==> src/rtl/pit64_pkg.sv <==
package pit64_pkg;
  localparam int WORD_W = 32;
  localparam int CNT_W  = 2 * WORD_W;
  localparam int PSC_W  = 4;
  localparam int BYTES_PER_WORD = WORD_W / 8;

  // register byte offsets
  localparam int OFS_CTRL   = 'h00;
  localparam int OFS_MODE   = 'h04;
  localparam int OFS_PER_LO = 'h08;
  localparam int OFS_CNT_LO = 'h20;
  localparam int OFS_CNT_HI = OFS_CNT_LO + BYTES_PER_WORD;

  // bit positions
  localparam int CTRL_START_BIT = 0;
  localparam int CTRL_RST_BIT   = 8;
  localparam int CTRL_RUN_BIT   = 0;
  localparam int MODE_CONT_BIT  = 0;
  localparam int MODE_DIV_LSB   = 8;

  // tick is due once the phase has reached the divider value
  function automatic logic tick_due(input logic [PSC_W-1:0] phase,
                                    input logic [PSC_W-1:0] divv);
    return phase >= divv;
  endfunction

  function automatic logic [PSC_W-1:0] next_phase(input logic [PSC_W-1:0] phase,
                                                  input logic due);
    return due ? '0 : phase + 1'b1;
  endfunction

  function automatic logic at_period(input logic [CNT_W-1:0] cnt,
                                     input logic [CNT_W-1:0] period);
    return cnt == period;
  endfunction

  function automatic logic [CNT_W-1:0] next_count(input logic [CNT_W-1:0] cnt,
                                                  input logic wrap);
    return wrap ? '0 : cnt + 1'b1;
  endfunction
endpackage

==> src/rtl/pit64_prescaler.sv <==
module pit64_prescaler
  import pit64_pkg::*;
(
  input  logic             clk,
  input  logic             rst_n,
  input  logic             running_i,
  input  logic             sw_rst_i,
  input  logic [PSC_W-1:0] div_i,
  output logic             tick_o
);
  logic [PSC_W-1:0] phase_q;
  logic             due;

  assign due    = tick_due(phase_q, div_i);
  assign tick_o = running_i && due;

  always_ff @(posedge clk or negedge rst_n) begin
    if (!rst_n)                     phase_q <= '0;
    else if (sw_rst_i || !running_i) phase_q <= '0;
    else                            phase_q <= next_phase(phase_q, due);
  end

  // after a tick the divider phase restarts from zero
  assert_phase_restart_R3: assert property (@(posedge clk) disable iff (!rst_n)
    tick_o |=> (phase_q == '0))
    else $error("phase did not restart after tick");

  // a stopped timer keeps the phase at zero
  assert_idle_phase_R3: assert property (@(posedge clk) disable iff (!rst_n)
    !running_i |=> (phase_q == '0))
    else $error("phase moved while stopped");
endmodule

==> src/rtl/pit64_counter.sv <==
module pit64_counter
  import pit64_pkg::*;
(
  input  logic             clk,
  input  logic             rst_n,
  input  logic             tick_i,
  input  logic             start_i,
  input  logic             sw_rst_i,
  input  logic             cont_i,
  input  logic [CNT_W-1:0] period_i,
  output logic [CNT_W-1:0] cnt_o,
  output logic             running_o,
  output logic             wrap_o,
  output logic             period_done_o
);
  logic [CNT_W-1:0] cnt_q;
  logic             run_q;
  logic             done_q;
  logic             wrap_evt;
  logic             oneshot_end;

  assign wrap_evt    = tick_i && at_period(cnt_q, period_i);
  assign oneshot_end = wrap_evt && !cont_i;

  always_ff @(posedge clk or negedge rst_n) begin
    if (!rst_n)        cnt_q <= '0;
    else if (sw_rst_i) cnt_q <= '0;
    else if (tick_i)   cnt_q <= next_count(cnt_q, wrap_evt);
  end

  always_ff @(posedge clk or negedge rst_n) begin
    if (!rst_n)           run_q <= 1'b0;
    else if (sw_rst_i)    run_q <= 1'b0;
    else if (oneshot_end) run_q <= 1'b0;
    else if (start_i)     run_q <= 1'b1;
  end

  always_ff @(posedge clk or negedge rst_n) begin
    if (!rst_n)        done_q <= 1'b0;
    else if (sw_rst_i) done_q <= 1'b0;
    else               done_q <= wrap_evt;
  end

  assign cnt_o         = cnt_q;
  assign running_o     = run_q;
  assign wrap_o        = wrap_evt;
  assign period_done_o = done_q;

  // a period match returns the count to zero
  assert_wrap_to_zero_R4: assert property (@(posedge clk) disable iff (!rst_n)
    wrap_o |=> (cnt_o == '0))
    else $error("count not zero after wrap");

  // the done pulse lasts a single cycle while the period is nonzero
  assert_single_pulse_R4: assert property (@(posedge clk) disable iff (!rst_n)
    (period_done_o && period_i != '0) |-> !wrap_o)
    else $error("back-to-back done with nonzero period");

  // a one-shot match stops the timer
  assert_oneshot_stop_R5: assert property (@(posedge clk) disable iff (!rst_n)
    (wrap_o && !cont_i) |=> !running_o)
    else $error("one-shot did not stop");

  // the count holds between ticks
  assert_hold_between_ticks_R3: assert property (@(posedge clk) disable iff (!rst_n)
    (!tick_i && !sw_rst_i) |=> $stable(cnt_o))
    else $error("count moved without tick");

  // software reset leaves a stopped, cleared counter
  assert_soft_reset_R6: assert property (@(posedge clk) disable iff (!rst_n)
    sw_rst_i |=> (cnt_o == '0 && !running_o && !period_done_o))
    else $error("soft reset incomplete");
endmodule

==> src/rtl/pit64_regs.sv <==
module pit64_regs
  import pit64_pkg::*;
#(
  parameter int ADDR_W = 8
) (
  input  logic              clk,
  input  logic              rst_n,
  input  logic [ADDR_W-1:0] bus_addr,
  input  logic              bus_we,
  input  logic [WORD_W-1:0] bus_wdata,
  input  logic              bus_re,
  output logic [WORD_W-1:0] bus_rdata,
  input  logic [CNT_W-1:0]  cnt_i,
  input  logic              running_i,
  output logic              start_o,
  output logic              sw_rst_o,
  output logic [PSC_W-1:0]  div_o,
  output logic              cont_o,
  output logic [CNT_W-1:0]  period_o
);
  localparam int N_WORDS = CNT_W / WORD_W;
  localparam logic [ADDR_W-1:0] A_CTRL   = ADDR_W'(OFS_CTRL);
  localparam logic [ADDR_W-1:0] A_MODE   = ADDR_W'(OFS_MODE);
  localparam logic [ADDR_W-1:0] A_CNT_LO = ADDR_W'(OFS_CNT_LO);
  localparam logic [ADDR_W-1:0] A_CNT_HI = ADDR_W'(OFS_CNT_HI);

  logic               sel_ctrl, sel_mode, sel_cnt_lo, sel_cnt_hi;
  logic [N_WORDS-1:0] sel_per;
  logic               unmapped;
  logic [WORD_W-1:0]  shadow_q;
  logic [WORD_W-1:0]  rd_next;
  logic [WORD_W-1:0]  rdata_q;
  logic [PSC_W-1:0]   div_q;
  logic               cont_q;

  assign sel_ctrl   = bus_addr == A_CTRL;
  assign sel_mode   = bus_addr == A_MODE;
  assign sel_cnt_lo = bus_addr == A_CNT_LO;
  assign sel_cnt_hi = bus_addr == A_CNT_HI;
  assign unmapped   = !(sel_ctrl || sel_mode || sel_cnt_lo || sel_cnt_hi || (|sel_per));

  // control strobes: reset wins over start
  assign sw_rst_o = bus_we && sel_ctrl && bus_wdata[CTRL_RST_BIT];
  assign start_o  = bus_we && sel_ctrl && bus_wdata[CTRL_START_BIT] && !bus_wdata[CTRL_RST_BIT];

  always_ff @(posedge clk or negedge rst_n) begin
    if (!rst_n) begin
      div_q  <= '0;
      cont_q <= 1'b0;
    end else if (sw_rst_o) begin
      div_q  <= '0;
      cont_q <= 1'b0;
    end else if (bus_we && sel_mode) begin
      div_q  <= bus_wdata[MODE_DIV_LSB +: PSC_W];
      cont_q <= bus_wdata[MODE_CONT_BIT];
    end
  end

  assign div_o  = div_q;
  assign cont_o = cont_q;

  // one register per period word
  for (genvar w = 0; w < N_WORDS; w++) begin : g_per
    logic [WORD_W-1:0] word_q;
    assign sel_per[w] = bus_addr == ADDR_W'(OFS_PER_LO + w * BYTES_PER_WORD);
    always_ff @(posedge clk or negedge rst_n) begin
      if (!rst_n)                      word_q <= '0;
      else if (sw_rst_o)               word_q <= '0;
      else if (bus_we && sel_per[w])   word_q <= bus_wdata;
    end
    assign period_o[w*WORD_W +: WORD_W] = word_q;
  end

  // read mux
  always_comb begin
    rd_next = '0;
    if (sel_ctrl)        rd_next[CTRL_RUN_BIT] = running_i;
    else if (sel_mode) begin
      rd_next[MODE_DIV_LSB +: PSC_W] = div_q;
      rd_next[MODE_CONT_BIT]         = cont_q;
    end
    else if (sel_cnt_lo) rd_next = cnt_i[WORD_W-1:0];
    else if (sel_cnt_hi) rd_next = shadow_q;
    else begin
      for (int w = 0; w < N_WORDS; w++)
        if (sel_per[w]) rd_next = period_o[w*WORD_W +: WORD_W];
    end
  end

  always_ff @(posedge clk or negedge rst_n) begin
    if (!rst_n)      rdata_q <= '0;
    else if (bus_re) rdata_q <= rd_next;
  end

  always_ff @(posedge clk or negedge rst_n) begin
    if (!rst_n)                    shadow_q <= '0;
    else if (sw_rst_o)             shadow_q <= '0;
    else if (bus_re && sel_cnt_lo) shadow_q <= cnt_i[CNT_W-1:WORD_W];
  end

  assign bus_rdata = rdata_q;

  // low-word read captures the high half
  assert_shadow_capture_R8: assert property (@(posedge clk) disable iff (!rst_n)
    (bus_re && sel_cnt_lo && !sw_rst_o) |=> (shadow_q == $past(cnt_i[CNT_W-1:WORD_W])))
    else $error("shadow capture mismatch");

  // high-word read returns the shadow
  assert_high_from_shadow_R8: assert property (@(posedge clk) disable iff (!rst_n)
    (bus_re && sel_cnt_hi) |=> (bus_rdata == $past(shadow_q)))
    else $error("high word not from shadow");

  // unmapped reads return zero
  assert_unmapped_zero_R9: assert property (@(posedge clk) disable iff (!rst_n)
    (bus_re && unmapped) |=> (bus_rdata == '0))
    else $error("unmapped read nonzero");

  // read data holds without a read
  assert_rdata_hold_R8: assert property (@(posedge clk) disable iff (!rst_n)
    !bus_re |=> $stable(bus_rdata))
    else $error("read data changed without read");

  // a mode write is visible on the next clock
  assert_mode_write_R10: assert property (@(posedge clk) disable iff (!rst_n)
    (bus_we && sel_mode) |=> (div_o == $past(bus_wdata[MODE_DIV_LSB +: PSC_W])))
    else $error("mode write not applied");
endmodule

==> src/rtl/pit64_timer.sv <==
module pit64_timer
  import pit64_pkg::*;
#(
  parameter int ADDR_W = 8
) (
  input  logic              clk,
  input  logic              rst_n,
  input  logic [ADDR_W-1:0] bus_addr,
  input  logic              bus_we,
  input  logic [WORD_W-1:0] bus_wdata,
  input  logic              bus_re,
  output logic [WORD_W-1:0] bus_rdata,
  output logic              period_done
);
  logic             start_s, sw_rst_s, cont_s, tick_s, running_s, wrap_s;
  logic [PSC_W-1:0] div_s;
  logic [CNT_W-1:0] period_s, cnt_s;

  pit64_regs #(.ADDR_W(ADDR_W)) u_regs (
    .clk       (clk),
    .rst_n     (rst_n),
    .bus_addr  (bus_addr),
    .bus_we    (bus_we),
    .bus_wdata (bus_wdata),
    .bus_re    (bus_re),
    .bus_rdata (bus_rdata),
    .cnt_i     (cnt_s),
    .running_i (running_s),
    .start_o   (start_s),
    .sw_rst_o  (sw_rst_s),
    .div_o     (div_s),
    .cont_o    (cont_s),
    .period_o  (period_s)
  );

  pit64_prescaler u_psc (
    .clk       (clk),
    .rst_n     (rst_n),
    .running_i (running_s),
    .sw_rst_i  (sw_rst_s),
    .div_i     (div_s),
    .tick_o    (tick_s)
  );

  pit64_counter u_cnt (
    .clk           (clk),
    .rst_n         (rst_n),
    .tick_i        (tick_s),
    .start_i       (start_s),
    .sw_rst_i      (sw_rst_s),
    .cont_i        (cont_s),
    .period_i      (period_s),
    .cnt_o         (cnt_s),
    .running_o     (running_s),
    .wrap_o        (wrap_s),
    .period_done_o (period_done)
  );

  // the done pulse follows a period match by one clock
  assert_done_follows_wrap_R4: assert property (@(posedge clk) disable iff (!rst_n)
    (wrap_s && !sw_rst_s) |=> period_done)
    else $error("missing done pulse");

  // ticks only occur while running
  assert_tick_needs_run_R2: assert property (@(posedge clk) disable iff (!rst_n)
    !running_s |=> $stable(cnt_s) || $past(sw_rst_s))
    else $error("count moved while stopped");
endmodule

==> config.mk <==
export PLATFORM = sky130hd
export DESIGN_NAME = pit64_timer
export DESIGN_NICKNAME = d
export VERILOG_FILES = /design/src/rtl/pit64_pkg.sv /design/src/rtl/pit64_prescaler.sv /design/src/rtl/pit64_counter.sv /design/src/rtl/pit64_regs.sv /design/src/rtl/pit64_timer.sv
export SDC_FILE = /design/constraint.sdc
export NUM_CORES = 1
export LEC_CHECK = 0
export ABC_AREA = 1
export CORE_AREA = 2 2 160 162
export DETAILED_ROUTE_END_ITERATION = 10
export DIE_AREA = 0 0 162 164
export GPL_ROUTABILITY_DRIVEN = 0
export HOLD_SLACK_MARGIN = 0.08
export PLACE_DENSITY_LB_ADDON = 0.25
export SETUP_SLACK_MARGIN = 0.05
export SLEW_MARGIN = 30
export SYNTH_ARGS = -nofsm -noshare
export SYNTH_HDL_FRONTEND = slang
export SYNTH_SLANG_ARGS = --single-unit
==> constraint.sdc <==
create_clock -name clk -period 2 [get_ports clk]
set_clock_uncertainty 0.1 [all_clocks]
set_input_delay 0.2 -clock clk [delete_from_list [all_inputs] [get_ports clk]]
set_output_delay 0.2 -clock clk [all_outputs]
set_load 0.02 [all_outputs]
==> run summary, run 1 <==
CP delay by family, top - simple AND/OR/NAND/NOR gates
Worst Path Required - 2380 ps
Placed inst area - 14,800 sq um
Number of synthesis warnings - 0
Final worst-path setup slack - -101 ps
Vias in the first global route - 12,900
Final setup TNS - -2920 ps
Clock buffer depth - 3
Worst VDD drop - 0.868 mV
Final Cell Area - 16,600 sq um
CP arrival - 2490 ps
1st-iter DRT viols - 1,495
Synth unique cells - 46
Measured slew at the worst slew-check pin - 565 ps
Hold Crit Class - primary input to flip-flop
Clk root buf - clkbuf_16
RSZ-0062 raised after global routing - yes
Antenna violations before repair - 0
Yosys top cell area share - 0.415
Critical Path Fanout Max - 4
Core area - 24,800 sq um
Die ar. - 26,600 sq um
Congestion Overflow GR - 0
Clk_lat worst skew - 550 ps
Post-synth EDFFs - 0
First-pass GRT wire length - 69,800 microns
Area leader, netlist - dfrtp_1
P&R area growth vs syn - 35.4%
Top_reg_cell synth - dfrtp_1
Crit path largest cell delay - 470 ps
Seq pwr share - 0.418
Clock power frac - 0.448
F_max - 476 MHz
Antenna Cells - 0
Max Slew Vio Count - 0
P_leak - 7.78 nW
Post-Syn Nets - 1,810
Post-layout util - 0.668
Sw Share - 0.271
Cell area power density - 647 nW/um^2
Row count - 58
Crit-path cells - buf_4 > nand2_1 > nor2_1 > nand2_1 > nor3_1 > nand3_1 > nand2_1 > nand2_1 > nor2_1
Final setup vio count - 49
Die height - 164 microns
Largest net degree at the start of global routing - 48
Io pins - 77
CTS tree - done
FILL cells - 2,131
Final Cycle Share - 1.05
# H-tree levels - 1
Slowest stage cell, crit path - nor3_1
Total Wirelength - 45,500 microns
Synth Register Bits - 203
Drt drc - 0
Final hold vios - 0
Via/cell ratio - 5.71
Final nets - 2,074
Storage element area - 5090 sq um
Via Count - 13,600
Commonest non-fill, non-tap cells in the layout - 558 x nand2_1, 213 x nor2_1, 195 x buf_4, 195 x dfrtp_1, 160 x inv_1
Combinational power share - 0.134
Die width - 162 microns
Critical path class - flip-flop to flip-flop
Top area cells in the synthesized netlist - dfrtp_1 42%, nand2_1 17%, nor2_1 7.9%
Commonest non-fill, non-tap cell in the layout - nand2_1
Internal - 7.82 mW
Pre-CTS setup slack - -178 ps
Switch Pwr - 2.90 mW
Synth Instances - 1,760
Gr usage total - 0.338
Area occupied by multi-input gates - 6550 sq um
Antenna violation net count after detailed routing - 0
IO buf count - 76
Seq/Total Area, Yosys - 0.415
Fraction of layout cells with a size suffix above 1 - 0.209
Starting Density - 0.493
CP startpoint kind - flip-flop
HPWL Detailed - 33,200 microns
Reg2Reg Setup Slack - -100 ps
Synthesized area - 12,200 sq um
Rel. slew slack - 0.618
DR WL/cell - 19.2 microns
Minimum hold slack - 145 ps
Clock Pin Slew Worst Setup and Hold Paths - 60 ps
Maxcap violations - 0
Mapped Avg Cell Area - 6.95 sq um
Crit-path most repeated cell - nand2_1
Num CTS Buffers - 24
Min Tclk post-route - 2100 ps
Post-synth ARST share - 1.00
CTS sink count - 203
Status - finished, violations left
First-pass DRT Iterations - 6
Setup crit end kind - flip-flop
Failing checks - setup timing
CP Buf/Inv Count - 1
[power by group through the flow]
| stage | logic [mW] | registers (mW) | clock network [mW] |
|---|---|---|---|
| floorplan | 0.593 | 4.49 | 0 |
| global placement | 1.17 | 4.53 | 0 |
| detailed placement | 1.19 | 4.53 | 0 |
| CTS | 1.32 | 4.46 | 4.81 |
| global route | 1.56 | 4.50 | 5.00 |
| finish | 1.44 | 4.48 | 4.80 |
[registers in the layout, indices dropped and copies added (netlist names)]
| register | count |
|---|---|
| u_cnt.cnt_o | 64 |
| u_regs.g_per.word_q | 64 |
| u_cnt.period_done_o | 1 |
| u_psc.phase_q | 4 |
| u_regs.div_o | 4 |
| u_regs.shadow_q | 32 |
| u_regs.cont_o | 1 |
| u_cnt.running_o | 1 |
| u_regs.bus_rdata | 32 |
[worst register-to-register path: cells and delay by family, from the launching register on]
family	cells	cell delay, ps
and+or+nand+nor	8	1300
DFF	1	450
buffers and inverters	1	180
[path summary, 6_finish.rpt]
kind | startpoint | depth (start not counted) | end
max in group asynchronous | rst_n | 3 | u_cnt.cnt_o[49]
min in group asynchronous | rst_n | 3 | u_cnt.cnt_o[61]
setup reg to reg | u_cnt.cnt_o[46] | 9 | u_cnt.cnt_o[47]
setup / recovery | u_cnt.cnt_o[46] | 9 | u_cnt.cnt_o[47]
hold / removal | bus_wdata[7] | 3 | u_regs.g_per[1].word_q[7]
hold reg to reg | u_regs.bus_rdata[30] | 2 | u_regs.bus_rdata[30]
[cell usage after synthesis, types with 2 or more instances]
cell type  number
a21oi_1        56
and3_1          2
buf_1           3
buf_2          33
buf_4           6
buf_6           5
clkbuf_1       23
clkbuf_2        2
dfrtp_1       203
ha_1            6
inv_1         169
inv_2          12
nand2_1       570
nand2_2         5
nand3_1        80
nand3_2         7
nand3_4         2
nand3b_1        2
nand4_1        55
nor2_1        259
nor2_2         10
nor2_4          8
nor3_1         17
nor3_2          2
o211ai_1        5
o21ai_0        51
o21ai_1        54
o221ai_1       13
o22ai_1        40
xnor2_1         5
xor2_1         40
[routing by layer]
metal,up-vias,wire length [microns],global-route usage
li1,6198,-,-
met1,6354,17700,0.424
met2,763,20400,0.554
met3,235,3870,0.0515
met4,0,3530,0.202
met5,-,0,0
[cells by family after synthesis]
| logic type | Yosys count | synth area share |
|---|---|---|
| adder cells (fa/ha/maj) | 6 | 0.00614 |
| AO/OA/AOI/OAI | 225 | 0.103 |
| buffers and inverters | 253 | 0.0861 |
| AND/OR/NAND/NOR | 1028 | 0.357 |
| flip-flops | 203 | 0.415 |
| XOR/XNOR | 45 | 0.0322 |
[per-stage QoR]
step           total power, mW  cells
2_1_floorplan             5.08   1760
3_3_place_gp              5.69   2302
3_5_place_dp              5.72   2302
4_1_cts                   10.6   2365
5_1_grt                   11.1   2371
6_report                  10.7   2371
[layout make-up]
class / count / share of cell area
Inverter: 181 / 0.0419
Tap cell: 330 / 0.0249
Timing Repair Buffer: 310 / 0.179
Clock inverter: 12 / 0.0114
Sequential cell: 203 / 0.307
Multi-Input combinational cell: 1304 / 0.395
Clock buffer: 31 / 0.0409
[timing repair]
item | CTS | global route
gates cloned | 3 | 4
setup endpoints to repair | 66 | 66
gates resized for setup | 70 | 79
pin swaps | 5 | 35
endpoints found under the hold margin | 203 | 0
hold buffers | 2 | 0
buffers inserted | 15 | 3
Power figures use the tool's default switching activity.
==> run 2: changes to the inputs <==
==> constraint.sdc (replaced) <==
create_clock -name clk -period 2.3 [get_ports clk]
set_clock_uncertainty 0.1 [all_clocks]
set_input_delay 0.23 -clock clk [delete_from_list [all_inputs] [get_ports clk]]
set_output_delay 0.23 -clock clk [all_outputs]
set_load 0.02 [all_outputs]
==> run summary, run 2 (synthesis results as in run 1) <==
1st-iter DRT viols - 1,304 (was 1,495)
CTS sink count - 203 (unchanged)
Worst Path Required - 2600 ps (was 2380 ps)
Min Tclk post-route - 2210 ps (was 2100 ps)
F_max - 452 MHz (was 476 MHz)
Reg-to-reg endpoint - u_cnt.cnt_o[38] (was u_cnt.cnt_o[47])
Critical path class - flip-flop to flip-flop (unchanged)
R2r worst-path depth - 11 (was 9)
R2R Path Start - u_cnt.cnt_o[18] (was u_cnt.cnt_o[46])
Max Slew Vio Count - 0 (unchanged)
Vias in the first global route - 12,300 (was 12,900)
Final Cycle Share - 0.962 (was 1.05)
Hold Crit Class - primary input to flip-flop (unchanged)
Worst VDD drop - 0.530 mV (was 0.868 mV)
HP Start - bus_wdata[18] (was bus_wdata[7])
Met3 wire length - 3390 microns (was 3870 microns)
Io pins - 77 (unchanged)
Die width - 162 microns (unchanged)
Num CTS Buffers - 23 (was 24)
Starting Density - 0.493 (unchanged)
Measured slew at the worst slew-check pin - 569 ps (was 565 ps)
Uppermost layer routed - met4 (unchanged)
Antenna violations before repair - 0 (unchanged)
Crit path largest cell delay - 470 ps (about the same)
IO buf count - 76 (unchanged)
FILL cells - 2,271 (was 2,131)
DR WL/cell - 19.2 microns (about the same)
Wire length on met1 - 17,400 microns (was 17,700 microns)
Maxcap violations - 0 (unchanged)
Commonest non-fill, non-tap cell in the layout - nand2_1 (unchanged)
Antenna Cells - 0 (unchanged)
Final Cell Area - 15,000 sq um (was 16,600 sq um)
Met2 wire len - 19,100 microns (was 20,400 microns)
Clk_lat worst skew - 530 ps (was 550 ps)
Placed inst area - 14,000 sq um (was 14,800 sq um)
# H-tree levels - 1 (unchanged)
Drt drc - 0 (unchanged)
Final setup TNS - 0 ps (was -2920 ps)
Critical Path Fanout Max - 10 (was 4)
Core area - 24,800 sq um (unchanged)
Via/cell ratio - 5.63 (was 5.71)
Crit-path cells - inv_1 > nand2_1 > nand2_1 > nor2_1 > nand2_1 > nor2_1 > nand2_1 > nor2_4 > nand3_4 > nand2_4 > nor2_1 (was buf_4 > nand2_1 > nor2_1 > nand2_1 > nor3_1 > nand3_1 > nand2_1 > nand2_1 > nor2_1)
First-pass DRT Iterations - 5 (was 6)
Clk root buf - clkbuf_16 (unchanged)
Cell area power density - 578 nW/um^2 (was 647 nW/um^2)
CTS tree - done (unchanged)
Total Wirelength - 43,200 microns (was 45,500 microns)
Rel. slew slack - 0.620 (was 0.618)
Reg2Reg Setup Slack - 90 ps (was -100 ps)
Die height - 164 microns (unchanged)
Antenna violation net count after detailed routing - 0 (unchanged)
Via Count - 12,700 (was 13,600)
Slowest stage cell, crit path - dfrtp_1 (was nor3_1)
HPWL Detailed - 31,800 microns (was 33,200 microns)
Die ar. - 26,600 sq um (unchanged)
Row count - 58 (unchanged)
Worst Hold End - u_regs.g_per[1].word_q[18] (was u_regs.g_per[1].word_q[7])
Commonest non-fill, non-tap cells in the layout - 569 x nand2_1, 250 x nor2_1, 189 x dfrtp_1 (was 558 x nand2_1, 213 x nor2_1, 195 x buf_4, 195 x dfrtp_1, 160 x inv_1)
Crit-path most repeated cell - nand2_1 (unchanged)
Fraction of layout cells with a size suffix above 1 - 0.121 (was 0.209)
Gr usage total - 0.322 (was 0.338)
Final hold vios - 0 (unchanged)
Congestion Overflow GR - 0 (unchanged)
Largest net degree at the start of global routing - 77 (was 48)
Final setup vio count - 0 (was 49)
Clock buffer depth - 3 (unchanged)
P&R area growth vs syn - 22.3% (was 35.4%)
First-pass GRT wire length - 66,500 microns (was 69,800 microns)
P_leak - 7.02 nW (was 7.78 nW)
Final nets - 1,955 (was 2,074)
Worst hold path stage count - 3 (unchanged)
CP startpoint kind - flip-flop (unchanged)
RSZ-0062 raised after global routing - yes (unchanged)
Setup crit end kind - flip-flop (unchanged)
CP arrival - 2510 ps (was 2490 ps)
Minimum hold slack - 196 ps (was 145 ps)
Status - complete, no violations (was finished, violations left)
Clock Pin Slew Worst Setup and Hold Paths - 60 ps (about the same)
run 2: cell types whose count changed in the layout (fill, tap and decap cells not counted), sizes merged:
cell,before,now
buf,229,112
clkinvlp,4,0
bufinv,4,2
clkinv,3,5
clkbuf,36,35
o21ai,106,107
run 2: worst max path at each step:
stage | from | end | slack [ps] | cells past startpoint
2_1_floorplan | u_psc.phase_q[1] | u_cnt.cnt_o[33] | 410 | 11
3_3_place_gp | u_cnt.cnt_o[52] | u_cnt.cnt_o[47] | -70 | 10
3_5_place_dp | u_cnt.cnt_o[17] | u_cnt.cnt_o[42] | -110 | 9
4_1_cts | u_cnt.cnt_o[19] | u_cnt.cnt_o[38] | 10 | 11
5_1_grt | u_regs.div_o[1] | u_cnt.cnt_o[16] | 30 | 14
6_report | u_cnt.cnt_o[18] | u_cnt.cnt_o[38] | 90 | 11
run 2: area by class of cell:
cell class,count,area [sq um],share of cell area
Multi-Input combinational cell,1305,6200,0.414
Sequential cell,203,5100,0.341
Timing Repair Buffer,191,1820,0.121
Inverter,181,684,0.0457
Clock buffer,32,659,0.0441
Tap cell,330,413,0.0276
Clock inverter,8,93.8,0.00627
run 2: repair_timing:
item / CTS / global route
pin swaps: 2 / 0
gates cloned: 1 / 2
resized for setup: 5 / 32
hold endpoints to repair: 203 / 0
buffers inserted: 3 / 2
hold buffers: 2 / 0
endpoints found under the setup margin: 58 / 66
run 2: power breakdown:
group | internal (mW) | total, mW | leakage, nW | switching (mW)
combinational | 0.400 | 1.05 | 4.02 | 0.653
clock | 2.21 | 3.71 | 0.376 | 1.50
sequential | 3.75 | 3.88 | 2.63 | 0.138
total | 6.36 | 8.65 | 7.02 | 2.29
run 2: stage by stage:
stage                     setup WS [ps]  instances  power (mW)   util
final                              87.8       2250        8.65  0.603
after global routing               32.2       2250        8.94  0.603
after CTS                          14.2       2246        8.61  0.597
after detailed placement           -112       2200        4.91  0.563
after global placement            -67.4       2200        4.89  0.563
after floorplan                     406       1760        4.42      -
run 2: critical path: cells and delay by family (launching register included):
family                 cells  cell delay [ps]
buffers and inverters      1               90
and+or+nand+nor           10             1440
DFF                        1              470
run 2: layer usage:
| metal | GRT usage | up-vias |
|---|---|---|
| met5 | 0 | - |
| met3 | 0.0540 | 181 |
| li1 | - | 5942 |
| met1 | 0.406 | 5910 |
| met4 | 0.197 | 0 |
| met2 | 0.521 | 642 |
==> run 3: changes to the inputs <==
--- a/config.mk
+++ b/config.mk
@@ -6,9 +6,9 @@
 export NUM_CORES = 1
 export LEC_CHECK = 0
 export ABC_AREA = 1
-export CORE_AREA = 2 2 160 162
+export CORE_AREA = 2 2 146 148
 export DETAILED_ROUTE_END_ITERATION = 10
-export DIE_AREA = 0 0 162 164
+export DIE_AREA = 0 0 148 150
 export GPL_ROUTABILITY_DRIVEN = 0
 export HOLD_SLACK_MARGIN = 0.08
 export PLACE_DENSITY_LB_ADDON = 0.25
==> run summary, run 3 (synthesis results as in run 1) <==
IO buf count - 76 (unchanged)
Final nets - 1,911 (was 1,955)
First-pass DRT Iterations - 7 (was 5)
GR Layer Usage met3 - 0.0662 (was 0.0540)
Max Slew Vio Count - 0 (unchanged)
Die ar. - 22,200 sq um (was 26,600 sq um)
Cell area power density - 594 nW/um^2 (was 578 nW/um^2)
Die width - 148 microns (was 162 microns)
Core area - 20,700 sq um (was 24,800 sq um)
Layer with the highest usage - met2 (unchanged)
Clock Pin Slew Worst Setup and Hold Paths - 60 ps (about the same)
F_max - 457 MHz (was 452 MHz)
Pre-CTS setup slack - 21.3 ps (was -112 ps)
Combinational power share - 0.112 (was 0.122)
Sw Share - 0.272 (was 0.265)
Final hold vios - 0 (unchanged)
Fin cells - 2,153 (was 2,250)
Clk root buf - clkbuf_16 (unchanged)
Seq pwr share - 0.450 (was 0.449)
HPWL Detailed - 30,500 microns (was 31,800 microns)
Starting Density - 0.591 (was 0.493)
Reg2Reg Setup Slack - 110 ps (was 90 ps)
Clock buffer depth - 3 (unchanged)
Maxcap violations - 0 (unchanged)
P_leak - 6.82 nW (was 7.02 nW)
Measured slew at the worst slew-check pin - 699 ps (was 569 ps)
Antenna Cells - 0 (unchanged)
Hold Crit Class - primary input to flip-flop (unchanged)
R2r worst-path depth - 12 (was 11)
DR WL/cell - 19.1 microns (was 19.2 microns)
RSZ-0062 raised after global routing - no (was yes)
M1 GR Usage - 0.478 (was 0.406)
R2R Path Start - u_cnt.cnt_o[31] (was u_cnt.cnt_o[18])
Row count - 53 (was 58)
Crit path largest cell delay - 530 ps (was 470 ps)
Switch Pwr - 2.35 mW (was 2.29 mW)
Crit path capture - u_cnt.cnt_o[7] (was u_cnt.cnt_o[38])
Clk_lat worst skew - 530 ps (about the same)
Cells after DPL - 2,109 (was 2,200)
Io pins - 77 (unchanged)
Worst Path Required - 2610 ps (was 2600 ps)
P&R area growth vs syn - 18.7% (was 22.3%)
Critical path class - flip-flop to flip-flop (unchanged)
Min Tclk post-route - 2190 ps (was 2210 ps)
Crit-path cells - inv_1 > nand2_1 > nand2_1 > nor2_1 > nand2_1 > nor2_1 > nand2_1 > nor2_2 > nand3_2 > buf_4 > nand3_1 > nor2_1 (was inv_1 > nand2_1 > nand2_1 > nor2_1 > nand2_1 > nor2_1 > nand2_1 > nor2_4 > nand3_4 > nand2_4 > nor2_1)
Largest net degree at the start of global routing - 119 (was 77)
Final Cycle Share - 0.951 (was 0.962)
Antenna violations before repair - 0 (unchanged)
Final Cell Area - 14,500 sq um (was 15,000 sq um)
# H-tree levels - 1 (unchanged)
CTS tree - done (unchanged)
Final setup vio count - 0 (unchanged)
Total power - 8.63 mW (was 8.65 mW)
Crit-path most repeated cell - nand2_1 (unchanged)
Slowest stage cell, crit path - dfrtp_1 (unchanged)
Commonest non-fill, non-tap cell in the layout - nand2_1 (unchanged)
Die height - 150 microns (was 164 microns)
Minimum hold slack - 189 ps (was 196 ps)
Final worst-path setup slack - 113 ps (was 87.8 ps)
Post-layout util - 0.702 (was 0.603)
Total Wirelength - 41,100 microns (was 43,200 microns)
Worst VDD drop - 0.570 mV (was 0.530 mV)
Critical Path Fanout Max - 5 (was 10)
Placed inst area - 13,700 sq um (was 14,000 sq um)
Clock power frac - 0.438 (was 0.429)
Via Count - 12,900 (was 12,700)
CP arrival - 2490 ps (was 2510 ps)
Antenna violation net count after detailed routing - 0 (unchanged)
Final setup TNS - 0 ps (unchanged)
Gr usage total - 0.374 (was 0.322)
Setup crit end kind - flip-flop (unchanged)
Num CTS Buffers - 24 (was 23)
CP startpoint kind - flip-flop (unchanged)
Met2 usage - 0.603 (was 0.521)
Fraction of layout cells with a size suffix above 1 - 0.0980 (was 0.121)
Drt drc - 0 (unchanged)
1st-iter DRT viols - 1,382 (was 1,304)
CP startpoint - u_cnt.cnt_o[31] (was u_cnt.cnt_o[18])
Internal - 6.28 mW (was 6.36 mW)
Reg-to-reg endpoint - u_cnt.cnt_o[7] (was u_cnt.cnt_o[38])
Via/cell ratio - 5.98 (was 5.63)
Rel. slew slack - 0.534 (was 0.620)
Vias in the first global route - 12,200 (was 12,300)
Congestion Overflow GR - 0 (unchanged)
First-pass GRT wire length - 65,000 microns (was 66,500 microns)
Commonest non-fill, non-tap cells in the layout - 568 x nand2_1, 253 x nor2_1, 194 x dfrtp_1 (was 569 x nand2_1, 250 x nor2_1, 189 x dfrtp_1)
CTS sink count - 203 (unchanged)
Status - complete, no violations (unchanged)
run 3: changes by cell type in the layout (fill, tap and decap cells not counted), moves of 2 or more:
cell        delta
clkinv_2       +5
nand3_1        +2
buf_4         -43
dfrtp_2        -5
clkbuf_1       -3
buf_12         +3
nor2_2         -2
dfrtp_1        +5
nor2_1         +3
clkinvlp_4     +2
clkbuf_8       -2
run 3: cell type report:
type	count	area, sq um
Fill cell	1738	6160
Multi-Input combinational cell	1304	6150
Sequential cell	203	5090
Timing Repair Buffer	147	1490
Inverter	181	682
Clock buffer	29	671
Tap cell	275	344
Clock inverter	14	104
run 3: repair_timing:
action / CTS / global route
gates cloned: 0 / 0
hold buffers: 1 / 0
endpoints found under the setup margin: 21 / 64
endpoints found under the hold margin: 203 / 0
setup buffers: 0 / 0
resized for setup: 1 / 23
run 3: worst min-delay path by stage:
stage / from / end / slack (ps) / depth (start not counted)
2_1_floorplan: rst_n / u_cnt.cnt_o[0] / -170 / 0
3_3_place_gp: rst_n / u_regs.g_per[1].word_q[26] / 220 / 2
3_5_place_dp: rst_n / u_regs.g_per[1].word_q[26] / 220 / 2
4_1_cts: bus_wdata[2] / u_regs.g_per[1].word_q[2] / 180 / 3
5_1_grt: bus_wdata[5] / u_regs.g_per[1].word_q[5] / 200 / 3
6_report: bus_wdata[2] / u_regs.g_per[1].word_q[2] / 190 / 3
run 3: metal layers:
layer | share of wire | wire length, microns | vias up
met5 | 0 | 0 | -
met4 | 0.072 | 2970 | 0
met3 | 0.10 | 4130 | 210
met2 | 0.45 | 18600 | 832
met1 | 0.37 | 15400 | 5956
li1 | - | - | 5870
run 3: critical path, delay by kind of cell (launching register included):
| family | cells | cell delay (ps) |
|---|---|---|
| flip-flops | 1 | 530 |
| AND/OR/NAND/NOR | 10 | 1130 |
| buffers and inverters | 2 | 300 |
run 3: power by group through the flow:
stage	clock network, mW	registers [mW]	logic [mW]
finish	3.78	3.88	0.963
global route	3.93	3.90	1.07
CTS	3.79	3.88	0.933
detailed placement	0	3.94	0.920
global placement	0	3.93	0.891
floorplan	0	3.90	0.516
